`config.mk`:
```
export PLATFORM = sky130hd
export DESIGN_NAME = meas_intercycle_ctrl
export DESIGN_NICKNAME = d
export VERILOG_FILES = /design/src/rtl/icc_pkg.sv /design/src/rtl/icc_tick_gen.sv /design/src/rtl/icc_phase_ctr.sv /design/src/rtl/icc_step_sel.sv /design/src/rtl/icc_gate_flag.sv /design/src/rtl/meas_intercycle_ctrl.sv
export SDC_FILE = /design/constraint.sdc
export NUM_CORES = 1
export LEC_CHECK = 0
export CORE_UTILIZATION = 40
export CTS_CLUSTER_DIAMETER = 60
export DETAILED_ROUTE_END_ITERATION = 8
export GPL_ROUTABILITY_DRIVEN = 0
export SYNTH_ARGS = -nofsm -noshare
export SYNTH_HDL_FRONTEND = slang
export SYNTH_SLANG_ARGS = --single-unit
```
`constraint.sdc`:
```
create_clock -name clk_i -period 4.61 [get_ports clk_i]
set_clock_uncertainty 0.05 [all_clocks]
set_input_delay 1.383 -clock clk_i [delete_from_list [all_inputs] [get_ports clk_i]]
set_output_delay 1.383 -clock clk_i [all_outputs]
set_load 0.05 [all_outputs]
```
`src/rtl/icc_pkg.sv`:
```
package icc_pkg;

  // Phase order is behaviour: the counter increments through it and wraps to idle.
  typedef enum logic [1:0] {
    PH_IDLE = 2'b00,
    PH_HOLD = 2'b01,
    PH_SHOW = 2'b10,
    PH_ZERO = 2'b11
  } phase_e;

endpackage

```
`src/rtl/icc_tick_gen.sv`:
```
module icc_tick_gen #(
  parameter int unsigned TICK_DIV = 10_000_000
) (
  input  logic clk_i,
  input  logic rst_ni,
  input  logic restart_i,
  output logic tick_o
);

  localparam int unsigned CW = (TICK_DIV > 2) ? $clog2(TICK_DIV) : 1;
  localparam logic [CW-1:0] LAST = CW'(TICK_DIV - 1);

  logic [CW-1:0] cnt_q, cnt_d;
  logic          wrap;

  always_comb begin
    wrap = (cnt_q == LAST);
    if (restart_i)  cnt_d = '0;
    else if (wrap)  cnt_d = '0;
    else            cnt_d = cnt_q + CW'(1);
  end

  assign tick_o = wrap & ~restart_i;

  always_ff @(posedge clk_i or negedge rst_ni) begin
    if (!rst_ni) cnt_q <= '0;
    else         cnt_q <= cnt_d;
  end

  AST_TICK_RESTART: assert property (@(posedge clk_i) disable iff (!rst_ni)
    restart_i |=> (cnt_q == '0));

  AST_TICK_QUIET_AFTER_RESTART: assert property (@(posedge clk_i) disable iff (!rst_ni)
    restart_i |=> !tick_o);

endmodule

```
`src/rtl/icc_phase_ctr.sv`:
```
module icc_phase_ctr
  import icc_pkg::*;
(
  input  logic   clk_i,
  input  logic   rst_ni,
  input  logic   start_i,
  input  logic   adv_i,
  output phase_e phase_o,
  output logic   step_o
);

  phase_e phase_q, phase_d;
  logic   step_q, step_d;

  always_comb begin
    phase_d = phase_q;
    if (phase_q == PH_IDLE) begin
      if (start_i) phase_d = PH_HOLD;
    end else if (adv_i) begin
      phase_d = phase_e'(phase_q + 2'd1);
    end
    step_d = (phase_q != PH_IDLE) && adv_i;
  end

  always_ff @(posedge clk_i or negedge rst_ni) begin
    if (!rst_ni) begin
      phase_q <= PH_IDLE;
      step_q  <= 1'b0;
    end else begin
      phase_q <= phase_d;
      step_q  <= step_d;
    end
  end

  assign phase_o = phase_q;
  assign step_o  = step_q;

  AST_PHASE_ORDER: assert property (@(posedge clk_i) disable iff (!rst_ni)
    ($past(phase_q) != PH_IDLE) |-> ((phase_q == $past(phase_q)) ||
                                     (phase_q == phase_e'($past(phase_q) + 2'd1))));

  AST_PHASE_STEP_ONE: assert property (@(posedge clk_i) disable iff (!rst_ni)
    step_q |=> !step_q || (phase_q != $past(phase_q)));

endmodule

```
`src/rtl/icc_step_sel.sv`:
```
module icc_step_sel
  import icc_pkg::*;
(
  input  logic   manual_i,
  input  logic   tick_i,
  input  logic   man_xfer_i,
  input  logic   man_clr_i,
  input  phase_e phase_i,
  output logic   adv_o
);

  always_comb begin
    adv_o = 1'b0;
    if (!manual_i) begin
      adv_o = tick_i;
    end else begin
      unique case (phase_i)
        PH_HOLD: adv_o = man_xfer_i;
        PH_SHOW: adv_o = man_clr_i;
        PH_ZERO: adv_o = 1'b1;
        default: adv_o = 1'b0;
      endcase
    end
  end

endmodule

```
`src/rtl/icc_gate_flag.sv`:
```
module icc_gate_flag (
  input  logic clk_i,
  input  logic rst_ni,
  input  logic set_i,
  input  logic clr_i,
  output logic flag_o
);

  logic flag_q, flag_d;

  always_comb begin
    flag_d = flag_q;
    if (set_i)      flag_d = 1'b1;
    else if (clr_i) flag_d = 1'b0;
  end

  always_ff @(posedge clk_i or negedge rst_ni) begin
    if (!rst_ni) flag_q <= 1'b0;
    else         flag_q <= flag_d;
  end

  assign flag_o = flag_q;

  AST_FLAG_SET: assert property (@(posedge clk_i) disable iff (!rst_ni)
    set_i |=> flag_q);

endmodule

```
`src/rtl/meas_intercycle_ctrl.sv`:
```
module meas_intercycle_ctrl
  import icc_pkg::*;
#(
  parameter int unsigned TICK_DIV = 10_000_000
) (
  input  logic clk_i,
  input  logic rst_ni,
  input  logic meas_end_i,
  input  logic manual_mode_i,
  input  logic man_xfer_i,
  input  logic man_clr_i,
  output logic xfer_o,
  output logic clr_o,
  output logic div_hold_o,
  output logic gate_arm_o
);

  phase_e phase;
  logic   step;
  logic   tick;
  logic   adv;
  logic   start;
  logic   done;
  logic   flag;

  assign start = meas_end_i & (phase == PH_IDLE);
  assign done  = adv & (phase == PH_ZERO);

  icc_tick_gen #(.TICK_DIV(TICK_DIV)) u_tick (
    .clk_i     (clk_i),
    .rst_ni    (rst_ni),
    .restart_i (start),
    .tick_o    (tick)
  );

  icc_step_sel u_sel (
    .manual_i   (manual_mode_i),
    .tick_i     (tick),
    .man_xfer_i (man_xfer_i),
    .man_clr_i  (man_clr_i),
    .phase_i    (phase),
    .adv_o      (adv)
  );

  icc_phase_ctr u_phase (
    .clk_i   (clk_i),
    .rst_ni  (rst_ni),
    .start_i (start),
    .adv_i   (adv),
    .phase_o (phase),
    .step_o  (step)
  );

  icc_gate_flag u_flag (
    .clk_i  (clk_i),
    .rst_ni (rst_ni),
    .set_i  (start),
    .clr_i  (done),
    .flag_o (flag)
  );

  // Three decode gates on the phase counter.
  assign xfer_o     = step & (phase == PH_SHOW);
  assign clr_o      = step & (phase == PH_ZERO);
  assign div_hold_o = (phase != PH_IDLE);
  assign gate_arm_o = ~flag;

  AST_HOLD_ON_START: assert property (@(posedge clk_i) disable iff (!rst_ni)
    (meas_end_i && !div_hold_o) |=> div_hold_o);

  AST_XFER_ONE_CYCLE: assert property (@(posedge clk_i) disable iff (!rst_ni)
    xfer_o |=> !xfer_o);

  AST_CLR_ONE_CYCLE: assert property (@(posedge clk_i) disable iff (!rst_ni)
    clr_o |=> !clr_o);

  AST_STROBES_APART: assert property (@(posedge clk_i) disable iff (!rst_ni)
    !(xfer_o && clr_o));

  AST_CLR_UNDER_HOLD: assert property (@(posedge clk_i) disable iff (!rst_ni)
    clr_o |-> div_hold_o);

  AST_ARM_VS_HOLD: assert property (@(posedge clk_i) disable iff (!rst_ni)
    gate_arm_o == !div_hold_o);

endmodule

```
==> flow_summary.ini <==
[power]
clkPwrFrac_pct = 21.2
switching_power_mw = 0.258
pwr-share-comb_pct = 33.2
power.total_mw = 0.728
total_leakage_power_nw = 0.755
p_seq_share_pct = 45.6
switching_share_pct = 35.4
ir_drop_v = 0.000163
intPower_mw = 0.470
p_per_area_nw_per_um2 = 422

[clock_network]
cts_resized = 0
clkTransAtPathRegs_ps = 100
clock-root-buffer = clkbuf_8
cts_tree = done
cts_buffers = 3
clk_latency_ps = 280
cts_setup_buffers = 0
clock_path_buffers = 2
cts_hold_buf = 0
htree_levels = 1
cts_num_sinks = 28

[logic_synthesis]
synth.lib_cells_used.distinct = 32
synth_nets = 165
synth_top_family_by_area = simple AND/OR/NAND/NOR gates
yosysWarnings = 0
avgSynthCellArea_um2 = 9.95
synth_top_cell_area_share_pct = 46.0
seq_area_frac_synth_pct = 46.0
async_flop_share_pct = 100
synth_mux_area_share_pct = 1.64
syn_inst = 153
synth-compound-area-share_pct = 6.08
ys_seq_elements = 28
synth_fa_ha_area_share_pct = 4.93
synth_area_um2 = 1520
synth-edff-count = 0
synth_top_cell_by_area = dfrtp_1
yosys-top-cells-area = dfrtp_1 (46%), xnor2_1 (6.3%), nor2_1 (5.2%)
synthFlopType = dfrtp_1
yosys.area_share.simple_pct = 28.0
synth_xor_area_share_pct = 10.4

[setup_path]
timing.rr.end = u_tick.cnt_q[23]
r2r_slack_ps = 2250
r2r-start = u_tick.cnt_q[0]
path_cells = inv_1, ha_1, and2_1, clkdlybuf4s50_1
worst-setup-path-type = register to output port
startpoint_type = register
worst_path_largest_cell_delay_ps = 790
cp_slowest_cell = clkdlybuf4s50_1
startpoint = u_phase.phase_o[0]
rr_worst_depth = 6
crit_arrival_ps = 1940
crit_path_end_kind = output port
crit_end = xfer_o
cp_max_fo = 4
required_ps = 3180

[global_routing]
grt_use_total_pct = 16.5
grt_pass1_wl_um = 5100
overflow = 0
grt_pass1_vias = 1113
antenna_found_initial = 0
grt_max_degree = 29

[route]
wl_met1_um = 1470
wl_per_cell_um = 13.5
firstDrtPassIters = 4
drc = 0
top_layer = met4
ant_nets = 0
totalWireLength_um = 2880
viasPerCell = 5.29
vias = 1127
wl_met2_um = 1250
wl_met3_um = 102
drt_iter0_drc = 16

[final_layout]
nFillCells = 356
final_area_um2 = 1730
n_antenna_cell = 0
nets = 178
syn_to_final_growth_pct = 13.5
seq_area_um2 = 701
multiInputGateArea_um2 = 777
final_cell_mix = dfrtp_1 (28), nor2_1 (21), xnor2_1 (11)
final_common_cell = dfrtp_1
drive_gt1_share_pct = 8.48

[placed_design]
place_area_um2 = 1670
portBuffers = 9
place_ws_ps = 1410
detailed_place_hpwl_um = 2040

[floorplan]
rows = 22
die_x_um = 63.7
chipHeight_um = 63.7
core-area_um2 = 3660
die_area_um2 = 4060
io_pins = 10
initial_core_util_pct = 41.6

[sta]
rsz0062_at_grt = no
timing.slew.headroom_pct = 41.6
hold_violations = 0
tns_ps = 0
worst_pin_slew_ps = 871
fmax_mhz = 296
drv_slew = 0
min_period_ps = 3370
fin_crit_sh_pct = 73.2
setup_violations = 0
timing.final.ws_setup_ps = 1240

[worst_hold_path]
hold_class = register to register

[job]
maxCapViolCount = 0

[status]
status = finished, final reports clean
cells in the mapped netlist (2+ instances only):
| cell type | count |
|---|---|
| and3_1 | 2 |
| nor2b_1 | 2 |
| ha_1 | 6 |
| nand2_1 | 9 |
| xnor2_1 | 11 |
| a21oi_1 | 5 |
| or3_1 | 5 |
| buf_2 | 3 |
| and4_1 | 2 |
| nand4_1 | 5 |
| nor2_1 | 21 |
| xor2_1 | 7 |
| nor3_1 | 6 |
| o21ai_0 | 5 |
| o21a_1 | 2 |
| nand3_1 | 8 |
| and2_1 | 4 |
| dfrtp_1 | 28 |
| nor4_2 | 2 |
| inv_1 | 8 |
power groups by stage:
stage | Clock [mW] | Combinational, mW | Sequential [mW]
final | 0.155 | 0.241 | 0.332
after global routing | 0.172 | 0.274 | 0.339
after CTS | 0.160 | 0.246 | 0.332
after detailed placement | 0 | 0.246 | 0.336
after global placement | 0 | 0.235 | 0.333
after floorplan | 0 | 0.185 | 0.327
how the worst min path moves through the flow:
stage                          startpoint              end  cells past startpoint
after floorplan           u_tick.cnt_q[0]  u_tick.cnt_q[0]                      1
after global placement    u_tick.cnt_q[0]  u_tick.cnt_q[0]                      1
after detailed placement  u_tick.cnt_q[0]  u_tick.cnt_q[0]                      1
after CTS                 u_tick.cnt_q[0]  u_tick.cnt_q[0]                      1
after global routing      u_tick.cnt_q[0]  u_tick.cnt_q[0]                      1
final                     u_tick.cnt_q[0]  u_tick.cnt_q[0]                      1
worst max-delay path, delay by kind of cell, from the launching register on:
kind / cells / cell delay (ps)
buf+inv: 2 / 940
flops: 1 / 410
fa+ha+maj: 1 / 190
simple gates: 1 / 120
metrics by stage:
stage               util [%]  cells  hold slack [ps]
floorplan                  -    153              405
global placement        45.7    209              423
detailed placement      45.7    209              439
CTS                     47.2    213              453
global route            47.2    213              465
finish                  47.2    213              448
kinds of logic (layout without fill, tap and decap cells):
group | after synthesis | count (layout)
and+or+nand+nor | 73 | 73
xor gates and xnor gates | 18 | 18
muxes | 2 | 2
adders and majority gates | 6 | 6
AOI/OAI and AO/OA | 15 | 15
DFF | 28 | 28
buffers and inverters | 11 | 23
flip-flops by register name (all words and copies together) (netlist names):
register	count
u_tick.cnt_q	24
u_phase.step_o	1
u_flag.flag_o	1
u_phase.phase_o	2
layer usage:
metal / track usage (%) / up-vias
met2: 25.0 / 18
met3: 2.90 / 5
li1: - / 547
met4: 8.52 / 0
met5: 0 / -
met1: 22.5 / 557
layout make-up:
cell class	instances	share of cell area, %
clock buffers	4	3.19
inverters	8	1.74
multi-input cells	114	45.0
flip-flops and latches	28	40.6
well taps	48	3.48
repair buffers	11	6.08
Power figures use the tool's default switching activity.
